$ cat src/rtl/lockbank_pkg.sv
package lockbank_pkg;

  // Live content of one protection register.
  typedef struct packed {
    logic down;   // bit 1: freezes the register until reset
    logic wlock;  // bit 0: blocks program and erase of the sector
  } lock_state_t;

  localparam lock_state_t LOCK_RESET = '{down: 1'b0, wlock: 1'b1};

  // Next state of a register given a write request carrying the two
  // low data bits. A frozen register keeps its content.
  function automatic lock_state_t lock_next(input lock_state_t cur,
                                            input logic        req,
                                            input logic [1:0]  wbits);
    lock_state_t nxt;
    nxt = cur;
    if (req && !cur.down) begin
      nxt.down  = wbits[1];
      nxt.wlock = wbits[0];
    end
    return nxt;
  endfunction

  // Status byte for a register, reserved bits forced to zero.
  function automatic logic [7:0] lock_status_byte(input lock_state_t s);
    return {6'b000000, s.down, s.wlock};
  endfunction

endpackage

$ cat src/rtl/lock_addr_decode.sv
module lock_addr_decode #(
  parameter int unsigned          ADDR_W      = 32,
  parameter int unsigned          NUM_SECTORS = 16,
  parameter int unsigned          SECT_BITS   = 16,
  parameter logic [ADDR_W-1:0]    BASE_ADDR   = 32'hFFB0_0002,
  localparam int unsigned         IDX_W       = $clog2(NUM_SECTORS)
) (
  input  logic [ADDR_W-1:0]      addr,
  output logic                   hit,
  output logic [IDX_W-1:0]       idx,
  output logic [NUM_SECTORS-1:0] sel
);

  localparam int unsigned HI_LSB = SECT_BITS + IDX_W;
  localparam int unsigned HI_W   = ADDR_W - HI_LSB;
  localparam logic [HI_W-1:0]      BASE_HI  = BASE_ADDR[ADDR_W-1:HI_LSB];
  localparam logic [SECT_BITS-1:0] BASE_OFS = BASE_ADDR[SECT_BITS-1:0];

  function automatic logic upper_match(input logic [ADDR_W-1:0] a);
    return a[ADDR_W-1:HI_LSB] == BASE_HI;
  endfunction

  function automatic logic offset_match(input logic [ADDR_W-1:0] a);
    return a[SECT_BITS-1:0] == BASE_OFS;
  endfunction

  function automatic logic [IDX_W-1:0] sector_of(input logic [ADDR_W-1:0] a);
    return a[HI_LSB-1:SECT_BITS];
  endfunction

  logic in_window;
  logic idx_in_range;

  assign in_window    = upper_match(addr) && offset_match(addr);
  assign idx          = sector_of(addr);
  assign idx_in_range = (32'(idx) < NUM_SECTORS);
  assign hit          = in_window && idx_in_range;

  for (genvar g = 0; g < NUM_SECTORS; g++) begin : g_sel
    assign sel[g] = hit && (idx == IDX_W'(g));
  end

endmodule

$ cat src/rtl/lock_cell.sv
module lock_cell
  import lockbank_pkg::*;
(
  input  logic        clk,
  input  logic        rst_n,
  input  logic        wr_req,
  input  logic [1:0]  wbits,
  output lock_state_t state,
  output logic        frozen_hit
);

  lock_state_t state_q;

  always_ff @(posedge clk or negedge rst_n) begin
    if (!rst_n) state_q <= LOCK_RESET;
    else        state_q <= lock_next(state_q, wr_req, wbits);
  end

  assign state      = state_q;
  assign frozen_hit = wr_req && state_q.down;

endmodule

$ cat src/rtl/lock_read_mux.sv
module lock_read_mux
  import lockbank_pkg::*;
#(
  parameter int unsigned NUM_SECTORS = 16,
  parameter int unsigned DATA_W      = 8,
  localparam int unsigned IDX_W      = $clog2(NUM_SECTORS)
) (
  input  logic [NUM_SECTORS-1:0] wl_vec,
  input  logic [NUM_SECTORS-1:0] ld_vec,
  input  logic                   hit,
  input  logic [IDX_W-1:0]       idx,
  output logic [DATA_W-1:0]      rdata
);

  logic [7:0] status_byte [NUM_SECTORS];

  for (genvar g = 0; g < NUM_SECTORS; g++) begin : g_status
    lock_state_t s;
    assign s.down          = ld_vec[g];
    assign s.wlock         = wl_vec[g];
    assign status_byte[g]  = lock_status_byte(s);
  end

  always_comb begin
    rdata = '0;
    if (hit) rdata = DATA_W'(status_byte[idx]);
  end

endmodule

$ cat src/rtl/sector_lock_bank.sv
module sector_lock_bank
  import lockbank_pkg::*;
#(
  parameter int unsigned       ADDR_W      = 32,
  parameter int unsigned       DATA_W      = 8,
  parameter int unsigned       NUM_SECTORS = 16,
  parameter int unsigned       SECT_BITS   = 16,
  parameter logic [ADDR_W-1:0] BASE_ADDR   = 32'hFFB0_0002
) (
  input  logic                   clk,
  input  logic                   rst_n,
  input  logic                   reg_valid,
  input  logic                   reg_write,
  input  logic [ADDR_W-1:0]      reg_addr,
  input  logic [DATA_W-1:0]      reg_wdata,
  input  logic                   flash_busy,
  output logic [DATA_W-1:0]      reg_rdata,
  output logic [NUM_SECTORS-1:0] sector_writable
);

  localparam int unsigned IDX_W = $clog2(NUM_SECTORS);

  // Named internal events, also used by the checker.
  logic                   hit;
  logic [IDX_W-1:0]       idx;
  logic [NUM_SECTORS-1:0] sel;
  logic                   acc_ok;
  logic                   rd_fire;
  logic                   wr_fire;
  logic [NUM_SECTORS-1:0] wl_vec;
  logic [NUM_SECTORS-1:0] ld_vec;
  logic [NUM_SECTORS-1:0] frozen_vec;
  logic                   wr_blocked;
  logic [DATA_W-1:0]      rd_next;
  logic [DATA_W-1:0]      rdata_q;
  logic                   unused_wdata_hi;

  assign acc_ok  = reg_valid && !flash_busy;
  assign rd_fire = acc_ok && !reg_write;
  assign wr_fire = acc_ok && reg_write && hit;

  assign unused_wdata_hi = ^reg_wdata[DATA_W-1:2];

  lock_addr_decode #(
    .ADDR_W     (ADDR_W),
    .NUM_SECTORS(NUM_SECTORS),
    .SECT_BITS  (SECT_BITS),
    .BASE_ADDR  (BASE_ADDR)
  ) u_dec (
    .addr(reg_addr),
    .hit (hit),
    .idx (idx),
    .sel (sel)
  );

  for (genvar g = 0; g < NUM_SECTORS; g++) begin : g_cell
    lock_state_t st;
    lock_cell u_cell (
      .clk       (clk),
      .rst_n     (rst_n),
      .wr_req    (wr_fire && sel[g]),
      .wbits     (reg_wdata[1:0]),
      .state     (st),
      .frozen_hit(frozen_vec[g])
    );
    assign wl_vec[g] = st.wlock;
    assign ld_vec[g] = st.down;
  end

  assign wr_blocked = |frozen_vec;

  lock_read_mux #(
    .NUM_SECTORS(NUM_SECTORS),
    .DATA_W     (DATA_W)
  ) u_rmux (
    .wl_vec(wl_vec),
    .ld_vec(ld_vec),
    .hit   (hit),
    .idx   (idx),
    .rdata (rd_next)
  );

  always_ff @(posedge clk or negedge rst_n) begin
    if (!rst_n)       rdata_q <= '0;
    else if (rd_fire) rdata_q <= rd_next;
  end

  assign reg_rdata       = rdata_q;
  assign sector_writable = ~wl_vec;

endmodule

$ cat config.mk
export PLATFORM = sky130hd
export DESIGN_NAME = sector_lock_bank
export DESIGN_NICKNAME = d
export VERILOG_FILES = /design/src/rtl/lockbank_pkg.sv /design/src/rtl/lock_addr_decode.sv /design/src/rtl/lock_cell.sv /design/src/rtl/lock_read_mux.sv /design/src/rtl/sector_lock_bank.sv
export SDC_FILE = /design/constraint.sdc
export NUM_CORES = 1
export LEC_CHECK = 0
export BUFFER_PORTS_ARGS = -buffer_cell sky130_fd_sc_hd__buf_2
export CAP_MARGIN = 20
export CORE_MARGIN = 8
export CORE_UTILIZATION = 40
export DETAILED_ROUTE_END_ITERATION = 8
export PLACE_DENSITY = 0.66
export SLEW_MARGIN = 20
export SYNTH_ARGS = -nofsm -noshare
export SYNTH_HDL_FRONTEND = slang
export SYNTH_SLANG_ARGS = --single-unit
$ cat constraint.sdc
create_clock -name clk -period 1.9 [get_ports clk]
set_input_delay 0.475 -clock clk [delete_from_list [all_inputs] [get_ports clk]]
set_output_delay 0.475 -clock clk [all_outputs]
set_load 0.005 [all_outputs]
==> impl_metrics.prom, run 1 <==
# TYPE chip_impl_metric gauge
chip_impl_metric{name="syn_avg_cell_area",unit="µm²"} 11.4
chip_impl_metric{name="ys.warnings.count",unit=""} 0
chip_impl_metric{name="cts.sink_count",unit=""} 34
chip_impl_metric{name="final_net_count",unit=""} 291
chip_impl_metric{name="critical_path_data_arrival_time",unit="ps"} 1980
chip_impl_metric{name="critPathMaxStageDelay",unit="ps"} 360
chip_impl_metric{name="multiInputGateArea",unit="µm²"} 1010
chip_impl_metric{name="cts-htree-levels",unit=""} 2
chip_impl_metric{name="register_area_share_after_synthesis",unit="%"} 43.2
chip_impl_metric{name="hpwlAfterDp",unit="µm"} 3900
chip_impl_metric{name="groute.layer.met3.usage",unit="%"} 3.87
chip_impl_metric{name="fmaxAchievable",unit="MHz"} 565
chip_impl_metric{name="remaining_drc_errors",unit=""} 0
chip_impl_metric{name="number_of_max_cap_violations",unit=""} 0
chip_impl_metric{name="synth-seq-cells",unit=""} 34
chip_impl_metric{name="util_after_layout",unit="%"} 51.5
chip_impl_metric{name="synthCells",unit=""} 176
chip_impl_metric{name="track_usage",unit="%"} 14.8
chip_impl_metric{name="number_of_pins_exceeding_their_max_slew_limit_in_the_final_report",unit=""} 0
chip_impl_metric{name="largest_net_degree_at_the_start_of_global_routing",unit=""} 35
chip_impl_metric{name="period_share",unit="%"} 93.2
chip_impl_metric{name="first_pass_iters",unit=""} 4
chip_impl_metric{name="core_area",unit="µm²"} 4980
chip_impl_metric{name="fillCellCount",unit=""} 471
chip_impl_info{name="cp_slowest_cell",value="nor4_1"} 1
chip_impl_metric{name="netSwitchingPower",unit="mW"} 0.347
chip_impl_metric{name="timing.final.crit_period",unit="ps"} 1770
chip_impl_metric{name="wl_per_cell",unit="µm"} 16.6
chip_impl_metric{name="number_of_buffers_added_by_the_clock_tree_synthesis_step",unit=""} 5
chip_impl_info{name="cell_breakdown_of_the_critical_path",value="buf_2 -> nor4bb_1 -> nand4_1 -> buf_4 -> nor4_1 -> mux2_1"} 1
chip_impl_metric{name="pnr_total_power",unit="mW"} 1.42
chip_impl_metric{name="die-area",unit="µm²"} 7560
chip_impl_metric{name="r2r_slack",unit="ps"} 390
chip_impl_metric{name="report.final.hold_viol_count",unit=""} 0
chip_impl_metric{name="grt_pass1_vias",unit=""} 1788
chip_impl_metric{name="global_route.usage.met1",unit="%"} 17.5
chip_impl_metric{name="cts_post_setup_buffers_inserted",unit=""} 0
chip_impl_metric{name="routability_congestion_estimate",unit=""} 0.818
chip_impl_metric{name="switching_share",unit="%"} 24.4
chip_impl_metric{name="power_density",unit="nW/µm²"} 555
chip_impl_metric{name="die_h",unit="µm"} 87.0
chip_impl_metric{name="crit_path_max_fanout",unit=""} 21
chip_impl_info{name="run_status",value="completed"} 1
chip_impl_metric{name="cp.required",unit="ps"} 2110
chip_impl_metric{name="floorplan.initialDensity",unit="%"} 40.5
chip_impl_metric{name="synthesis.area",unit="µm²"} 2010
chip_impl_metric{name="p_clk_share",unit="%"} 39.3
chip_impl_info{name="root_buffer_cell",value="clkbuf_8"} 1
chip_impl_metric{name="area_delta_synth_final",unit="%"} 27.2
chip_impl_metric{name="number_of_violations_reported_at_the_end_of_detailed_routing_iteration_0",unit=""} 105
chip_impl_metric{name="clock_insertion_delay_worst_skew",unit="ps"} 290
chip_impl_metric{name="gr-total-overflow",unit=""} 0
chip_impl_metric{name="share_seq_of_total_power",unit="%"} 51.0
chip_impl_metric{name="grt_util_met2",unit="%"} 24.9
chip_impl_metric{name="ioPinCount",unit=""} 69
chip_impl_info{name="grt_busiest_layer",value="met2"} 1
chip_impl_metric{name="setup_viol",unit=""} 0
chip_impl_metric{name="antenna_found_initial",unit=""} 0
chip_impl_info{name="worstSetupStartpointType",value="primary input"} 1
chip_impl_metric{name="postRouteWirelength",unit="µm"} 5260
chip_impl_metric{name="vias_per_cell",unit=""} 5.30
chip_impl_metric{name="ctsLongestPathBuffers",unit=""} 2
chip_impl_metric{name="fin_clk_skew",unit="ps"} 6.38
chip_impl_metric{name="wire_length_of_the_first_global_routing_pass",unit="µm"} 8680
chip_impl_info{name="endpoint_kind",value="flop"} 1
chip_impl_metric{name="p_int",unit="mW"} 1.08
chip_impl_metric{name="final_cell_area",unit="µm²"} 2560
chip_impl_metric{name="power.ir.vdd_worst",unit="V"} 0.000212
chip_impl_metric{name="tns",unit="ps"} 0
chip_impl_info{name="worstHoldPathType",value="in2async"} 1
chip_impl_info{name="tritoncts_clock_tree",value="built"} 1
chip_impl_metric{name="cts-hold-fix-buffers",unit=""} 0
chip_impl_metric{name="detailed_place.area",unit="µm²"} 2460
chip_impl_metric{name="port_buf_inserts",unit=""} 56
chip_impl_metric{name="worst_hold_slack",unit="ps"} 208
chip_impl_metric{name="regArea",unit="µm²"} 871
chip_impl_metric{name="floorplan.die.width",unit="µm"} 87.0
chip_impl_metric{name="p_leak",unit="nW"} 1.12
chip_impl_metric{name="final_layout_size_suffix_gt1_share",unit="%"} 51.8
chip_impl_info{name="reg2reg_capture_point",value="g_cell[3].u_cell.state[0]$_DFFE_PN1P_"} 1
chip_impl_metric{name="floorplan.rows",unit=""} 26
chip_impl_metric{name="antennaDiodeCount",unit=""} 0
chip_impl_metric{name="ant_nets",unit=""} 0
chip_impl_info{name="crit_type",value="in2reg"} 1
chip_impl_metric{name="cts.reportedPaths.clkPinSlew",unit="ps"} 70
chip_impl_metric{name="worst_r2r_path_depth",unit=""} 3
chip_impl_info{name="timing.rr.start",value="g_cell[3].u_cell.state[1]$_DFFE_PN0P_"} 1
chip_impl_metric{name="combinational_fraction_of_design_power",unit="%"} 9.7
chip_impl_metric{name="synth.lib_cells_used.distinct",unit=""} 35
chip_impl_metric{name="route.vias.total",unit=""} 1679
chip_impl_info{name="grt_setup_unrepaired",value="yes"} 1
## power groups by stage
stage | logic [mW] | clock network (mW) | registers (mW)
floorplan | 0.0659 | 0 | 0.738
global placement | 0.137 | 0 | 0.738
detailed placement | 0.139 | 0 | 0.738
CTS | 0.139 | 0.570 | 0.725
global route | 0.154 | 0.605 | 0.725
finish | 0.139 | 0.559 | 0.725
## worst max-delay path by stage
stage / startpoint / end / slack (ps)
floorplan: reg_addr[17] / g_cell[0].u_cell.state[0]$_DFFE_PN1P_ / 10
global placement: flash_busy / g_cell[0].u_cell.state[0]$_DFFE_PN1P_ / -150
detailed placement: reg_addr[0] / g_cell[10].u_cell.state[0]$_DFFE_PN1P_ / -190
CTS: flash_busy / g_cell[10].u_cell.state[0]$_DFFE_PN1P_ / 120
global route: reg_addr[5] / g_cell[7].u_cell.state[0]$_DFFE_PN1P_ / -20
finish: reg_addr[0] / g_cell[4].u_cell.state[0]$_DFFE_PN1P_ / 130
## metal layers
metal | wire, µm | vias to the layer above
met4 | 61 | 0
met1 | 2240 | 810
li1 | - | 808
met5 | 0 | -
met3 | 328 | 4
met2 | 2630 | 57
## cells by family after synthesis
family | after synthesis | synth area share [%]
AO/OA/AOI/OAI | 20 | 8.32
buffers and inverters | 35 | 8.38
flip-flops | 34 | 43.2
multiplexers | 24 | 17.9
other | 1 | 0.186
AND/OR/NAND/NOR | 62 | 22.0
## critical path, delay by kind of cell
kind          cells  cell delay (ps)
simple gates      3              800
buf+inv           2              330
mux               1              360
## Yosys cell counts, drive strengths merged
| cell type | count | area (µm²) |
|---|---|---|
| nand2 | 3 | 11.3 |
| and3 | 1 | 6.26 |
| or3b | 1 | 8.76 |
| a31o | 12 | 105 |
| nand4 | 1 | 6.26 |
| and4b | 2 | 20.0 |
| or3 | 12 | 75.1 |
| nand4bb | 1 | 11.3 |
| nand4b | 1 | 15.0 |
| dfstp | 16 | 420 |
| a22o | 2 | 17.5 |
| clkbuf | 5 | 18.8 |
| nor4bb | 2 | 20.0 |
| dfrtp | 18 | 450 |
| nor4 | 21 | 163 |
| nor3 | 1 | 5.00 |
| inv | 17 | 63.8 |
| nor2 | 1 | 3.75 |
| nand2b | 2 | 12.5 |
| nor2b | 2 | 12.5 |
| buf | 13 | 86.3 |
| a21o | 4 | 30.0 |
| mux2 | 16 | 180 |
| a22oi | 2 | 15.0 |
| nor4b | 2 | 17.5 |
| nand3 | 5 | 25.0 |
| conb | 1 | 3.75 |
| mux4 | 8 | 180 |
| or4 | 4 | 30.0 |
## placed cells by master, fill, tap and decap left out, drive strengths merged
cell type,n
mux4,8
a21o,4
a31o,12
or3,12
nor4b,2
mux2,16
and3,1
and4b,2
dfrtp,18
nor2,1
nand2b,2
dfstp,16
nand4,1
conb,6
nor4bb,2
clkinv,1
or4,4
clkbuf,7
buf,76
inv,17
a22oi,2
nor4,21
nand4bb,1
nor3,1
nand4b,1
or3b,1
nand3,5
nand2,3
a22o,2
nor2b,2
## cell type report
type / instances / share of cell area (%)
multi-input combinational: 112 / 39.3
sequential: 34 / 34.0
timing repair buffer: 76 / 17.3
tap: 70 / 3.42
clock buffer: 7 / 3.37
inverter: 17 / 2.49
clock inverter: 1 / 0.195
## timing repair
item                       CTS  global route
gates resized for setup      0             2
setup endpoints to repair    0             4
hold endpoints to repair     0             0
## metrics by stage
step	worst slack (ps)	instances
2_1_floorplan	9.66	181
3_3_place_gp	-147	309
3_5_place_dp	-187	309
4_1_cts	121	317
5_1_grt	-15.5	317
6_report	129	317
## sequential cells by signal (all words and copies together), names as in the netlist
register,cells
reg_rdata,2
g_cell.u_cell.state,32
No activity file was read; power rests on OpenSTA's default activity.
==> run 2, diff against run 1 <==
--- a/config.mk
+++ b/config.mk
@@ -10,8 +10,8 @@
 export CORE_MARGIN = 8
 export CORE_UTILIZATION = 40
 export DETAILED_ROUTE_END_ITERATION = 8
-export PLACE_DENSITY = 0.66
 export SLEW_MARGIN = 20
 export SYNTH_ARGS = -nofsm -noshare
 export SYNTH_HDL_FRONTEND = slang
+export SYNTH_HIERARCHICAL = 1
 export SYNTH_SLANG_ARGS = --single-unit
==> run 2 against run 1 <==
Effect of this change:
- the flow now finishes with violations (negative setup slack)
- global-route usage fell by 1.9 points
- cell count increased by 19%
- routed wire length grew 15%
- clock power rose by 6.3%
- count of clock-buffer cells in the layout is 1 lower
- via count rose by 13%
- maximum frequency down 28%
==> impl_metrics.prom, run 2 <==
# TYPE chip_impl_metric gauge
chip_impl_info{name="run_status",value="complete, but fails checks"} 1
chip_impl_info{name="failed_checks",value="negative setup slack"} 1
chip_impl_info{name="endpoint_kind",value="flop"} 1
chip_impl_metric{name="synthesis.area",unit="µm²"} 2670
chip_impl_metric{name="die-area",unit="µm²"} 9540
chip_impl_metric{name="wire_length_of_the_first_global_routing_pass",unit="µm"} 10100
chip_impl_metric{name="netSwitchingPower",unit="mW"} 0.423
chip_impl_metric{name="number_of_max_cap_violations",unit=""} 0
chip_impl_metric{name="die_h",unit="µm"} 97.7
chip_impl_info{name="worstSetupStartpointType",value="primary input"} 1
chip_impl_info{name="grt_setup_unrepaired",value="yes"} 1
chip_impl_metric{name="p_leak",unit="nW"} 1.47
chip_impl_metric{name="wl_per_cell",unit="µm"} 16.1
chip_impl_metric{name="floorplan.die.width",unit="µm"} 97.7
chip_impl_metric{name="antennaDiodeCount",unit=""} 0
chip_impl_metric{name="routability_congestion_estimate",unit=""} 0.878
chip_impl_metric{name="hpwlAfterDp",unit="µm"} 4700
chip_impl_info{name="tritoncts_clock_tree",value="built"} 1
chip_impl_metric{name="share_seq_of_total_power",unit="%"} 52.3
chip_impl_metric{name="largest_net_degree_at_the_start_of_global_routing",unit=""} 22
chip_impl_metric{name="ioPinCount",unit=""} 69
chip_impl_metric{name="cts.reportedPaths.clkPinSlew",unit="ps"} 80
chip_impl_metric{name="util_after_layout",unit="%"} 51.3
chip_impl_metric{name="combinational_fraction_of_design_power",unit="%"} 12.6
chip_impl_metric{name="ys.warnings.count",unit=""} 6
chip_impl_metric{name="syn_avg_cell_area",unit="µm²"} 11.8
chip_impl_metric{name="worst_pin_slew",unit="ps"} 514
chip_impl_metric{name="gr-total-overflow",unit=""} 0
chip_impl_metric{name="number_of_buffers_added_by_the_clock_tree_synthesis_step",unit=""} 5
chip_impl_metric{name="route.vias.total",unit=""} 1905
chip_impl_metric{name="number_of_violations_reported_at_the_end_of_detailed_routing_iteration_0",unit=""} 79
chip_impl_metric{name="p_int",unit="mW"} 1.27
chip_impl_metric{name="ctsLongestPathBuffers",unit=""} 2
chip_impl_metric{name="core_area",unit="µm²"} 6390
chip_impl_metric{name="cts.sink_count",unit=""} 40
chip_impl_metric{name="floorplan.rows",unit=""} 29
chip_impl_metric{name="first_pass_iters",unit=""} 4
chip_impl_metric{name="fmaxAchievable",unit="MHz"} 407
chip_impl_metric{name="power.ir.vdd_worst",unit="V"} 0.000244
chip_impl_metric{name="report.final.hold_viol_count",unit=""} 0
chip_impl_metric{name="fillCellCount",unit=""} 598
chip_impl_info{name="worstHoldPathType",value="in2async"} 1
chip_impl_metric{name="final_net_count",unit=""} 344
chip_impl_metric{name="setup_slack",unit="ps"} -559
chip_impl_info{name="final_common_cell",value="buf_2"} 1
chip_impl_metric{name="antenna_found_initial",unit=""} 0
chip_impl_metric{name="p_clk_share",unit="%"} 35.0
chip_impl_metric{name="ant_nets",unit=""} 0
chip_impl_metric{name="critical_path_data_arrival_time",unit="ps"} 2680
chip_impl_metric{name="vias_per_cell",unit=""} 5.05
chip_impl_metric{name="fin_clk_skew",unit="ps"} 6.91
chip_impl_metric{name="clock_insertion_delay_worst_skew",unit="ps"} 300
chip_impl_metric{name="cts-hold-fix-buffers",unit=""} 0
chip_impl_metric{name="pnr_total_power",unit="mW"} 1.69
chip_impl_metric{name="postRouteWirelength",unit="µm"} 6080
chip_impl_metric{name="switching_share",unit="%"} 25.0
chip_impl_metric{name="floorplan.initialDensity",unit="%"} 41.8
chip_impl_info{name="crit_type",value="in2reg"} 1
chip_impl_metric{name="area_delta_synth_final",unit="%"} 22.8
chip_impl_metric{name="cp.required",unit="ps"} 2130
chip_impl_metric{name="number_of_pins_exceeding_their_max_slew_limit_in_the_final_report",unit=""} 0
chip_impl_metric{name="port_buf_inserts",unit=""} 62
chip_impl_metric{name="grt_pass1_vias",unit=""} 2043
chip_impl_info{name="root_buffer_cell",value="clkbuf_8"} 1
chip_impl_metric{name="final_layout_size_suffix_gt1_share",unit="%"} 63.7
chip_impl_metric{name="synthCells",unit=""} 226
chip_impl_metric{name="crit_path_max_fanout",unit=""} 16
chip_impl_metric{name="max_ffs_per_register",unit=""} 32
chip_impl_metric{name="timing.slew.headroom",unit="%"} 65.8
chip_impl_metric{name="remaining_drc_errors",unit=""} 0
chip_impl_info{name="mostFrequentLayoutCells",value="buf_2 (61), dfrtp_1 (24), inv_1 (18)"} 1
chip_impl_metric{name="cts-htree-levels",unit=""} 2
chip_impl_metric{name="period_share",unit="%"} 129
chip_impl_metric{name="power_density",unit="nW/µm²"} 517
chip_impl_metric{name="track_usage",unit="%"} 12.9
chip_impl_metric{name="timing.final.crit_period",unit="ps"} 2460
chip_impl_metric{name="setup_viol",unit=""} 32
==> run 2: cell types whose count changed in the layout (fill, tap and decap cells not counted), sizes merged, moves of 7 or more <==
cell / previous run / this run
a21o: 4 / 16
mux2: 16 / 25
nor2b: 2 / 20
and2: 0 / 16
mux2i: 0 / 7
or3: 12 / 0
nand2: 3 / 14
a31o: 12 / 0
==> run 2: worst paths after layout <==
| kind | from | endpoint | slack, ps | cells after the start |
|---|---|---|---|---|
| min reg2reg | reg_rdata[7]$_DFFE_PN0P_ | reg_rdata[7]$_DFFE_PN0P_ | 500 | 1 |
| max | reg_addr[3] | g_cell[15].u_cell/state[0]$_DFFE_PN1P_ | -560 | 9 |
| min | rst_n | reg_rdata[7]$_DFFE_PN0P_ | 150 | 1 |
| max in group asynchronous | rst_n | g_cell[8].u_cell/state[0]$_DFFE_PN1P_ | 1190 | 2 |
| min in group clk | reg_rdata[7]$_DFFE_PN0P_ | reg_rdata[7]$_DFFE_PN0P_ | 500 | 1 |
| max reg2reg | g_cell[15].u_cell/state[0]$_DFFE_PN1P_ | reg_rdata[0]$_DFFE_PN0P_ | 160 | 5 |
==> run 2: area by class of cell <==
cell class | count | area, µm² | area share (%)
inverters | 18 | 67.6 | 2.06
well taps | 77 | 96.3 | 2.94
clock buffers | 6 | 82.6 | 2.52
multi-input cells | 155 | 1530 | 46.7
repair buffers | 79 | 469 | 14.3
flip-flops and latches | 40 | 1020 | 31.2
clock inverters | 2 | 10.0 | 0.306
==> run 2: what timing repair did <==
item,in CTS,in global routing
pin swaps,0,0
buffers inserted,1,1
gates resized for setup,4,4
endpoints found under the setup margin,32,34
==> run 2: worst max-delay path, cell delays in order <==
cell     delay [ps]
buf_6            90
or4b_1          500
or4_4           460
nor3_4          140
and4b_2         270
buf_12          140
and2_1          160
nor2b_4         150
mux2_4          300
==> run 2: stage by stage <==
stage / setup WS (ps) / hold slack [ps] / cell area (µm²) / instances / TNS (ps)
after floorplan: -968 / 179 / 2740 / 231 / -24380
after global placement: -878 / 477 / 3150 / 369 / -22090
after detailed placement: -893 / 488 / 3150 / 369 / -22810
after CTS: -565 / 167 / 3270 / 378 / -11700
after global routing: -639 / 189 / 3280 / 377 / -14070
final: -559 / 148 / 3280 / 377 / -11660
==> run 2: power by group through the flow <==
| stage | logic (mW) | clock network [mW] | registers, mW |
|---|---|---|---|
| after floorplan | 0.0920 | 0 | 0.906 |
| after global placement | 0.214 | 0 | 0.901 |
| after detailed placement | 0.217 | 0 | 0.903 |
| after CTS | 0.219 | 0.613 | 0.887 |
| after global routing | 0.236 | 0.655 | 0.890 |
| final | 0.214 | 0.594 | 0.886 |
==> run 2: routing by layer <==
layer	GRT usage [%]	routed length, µm
met1	15.9	2800
met5	0	0
met2	21.1	2960
met3	3.63	255
met4	4.08	61
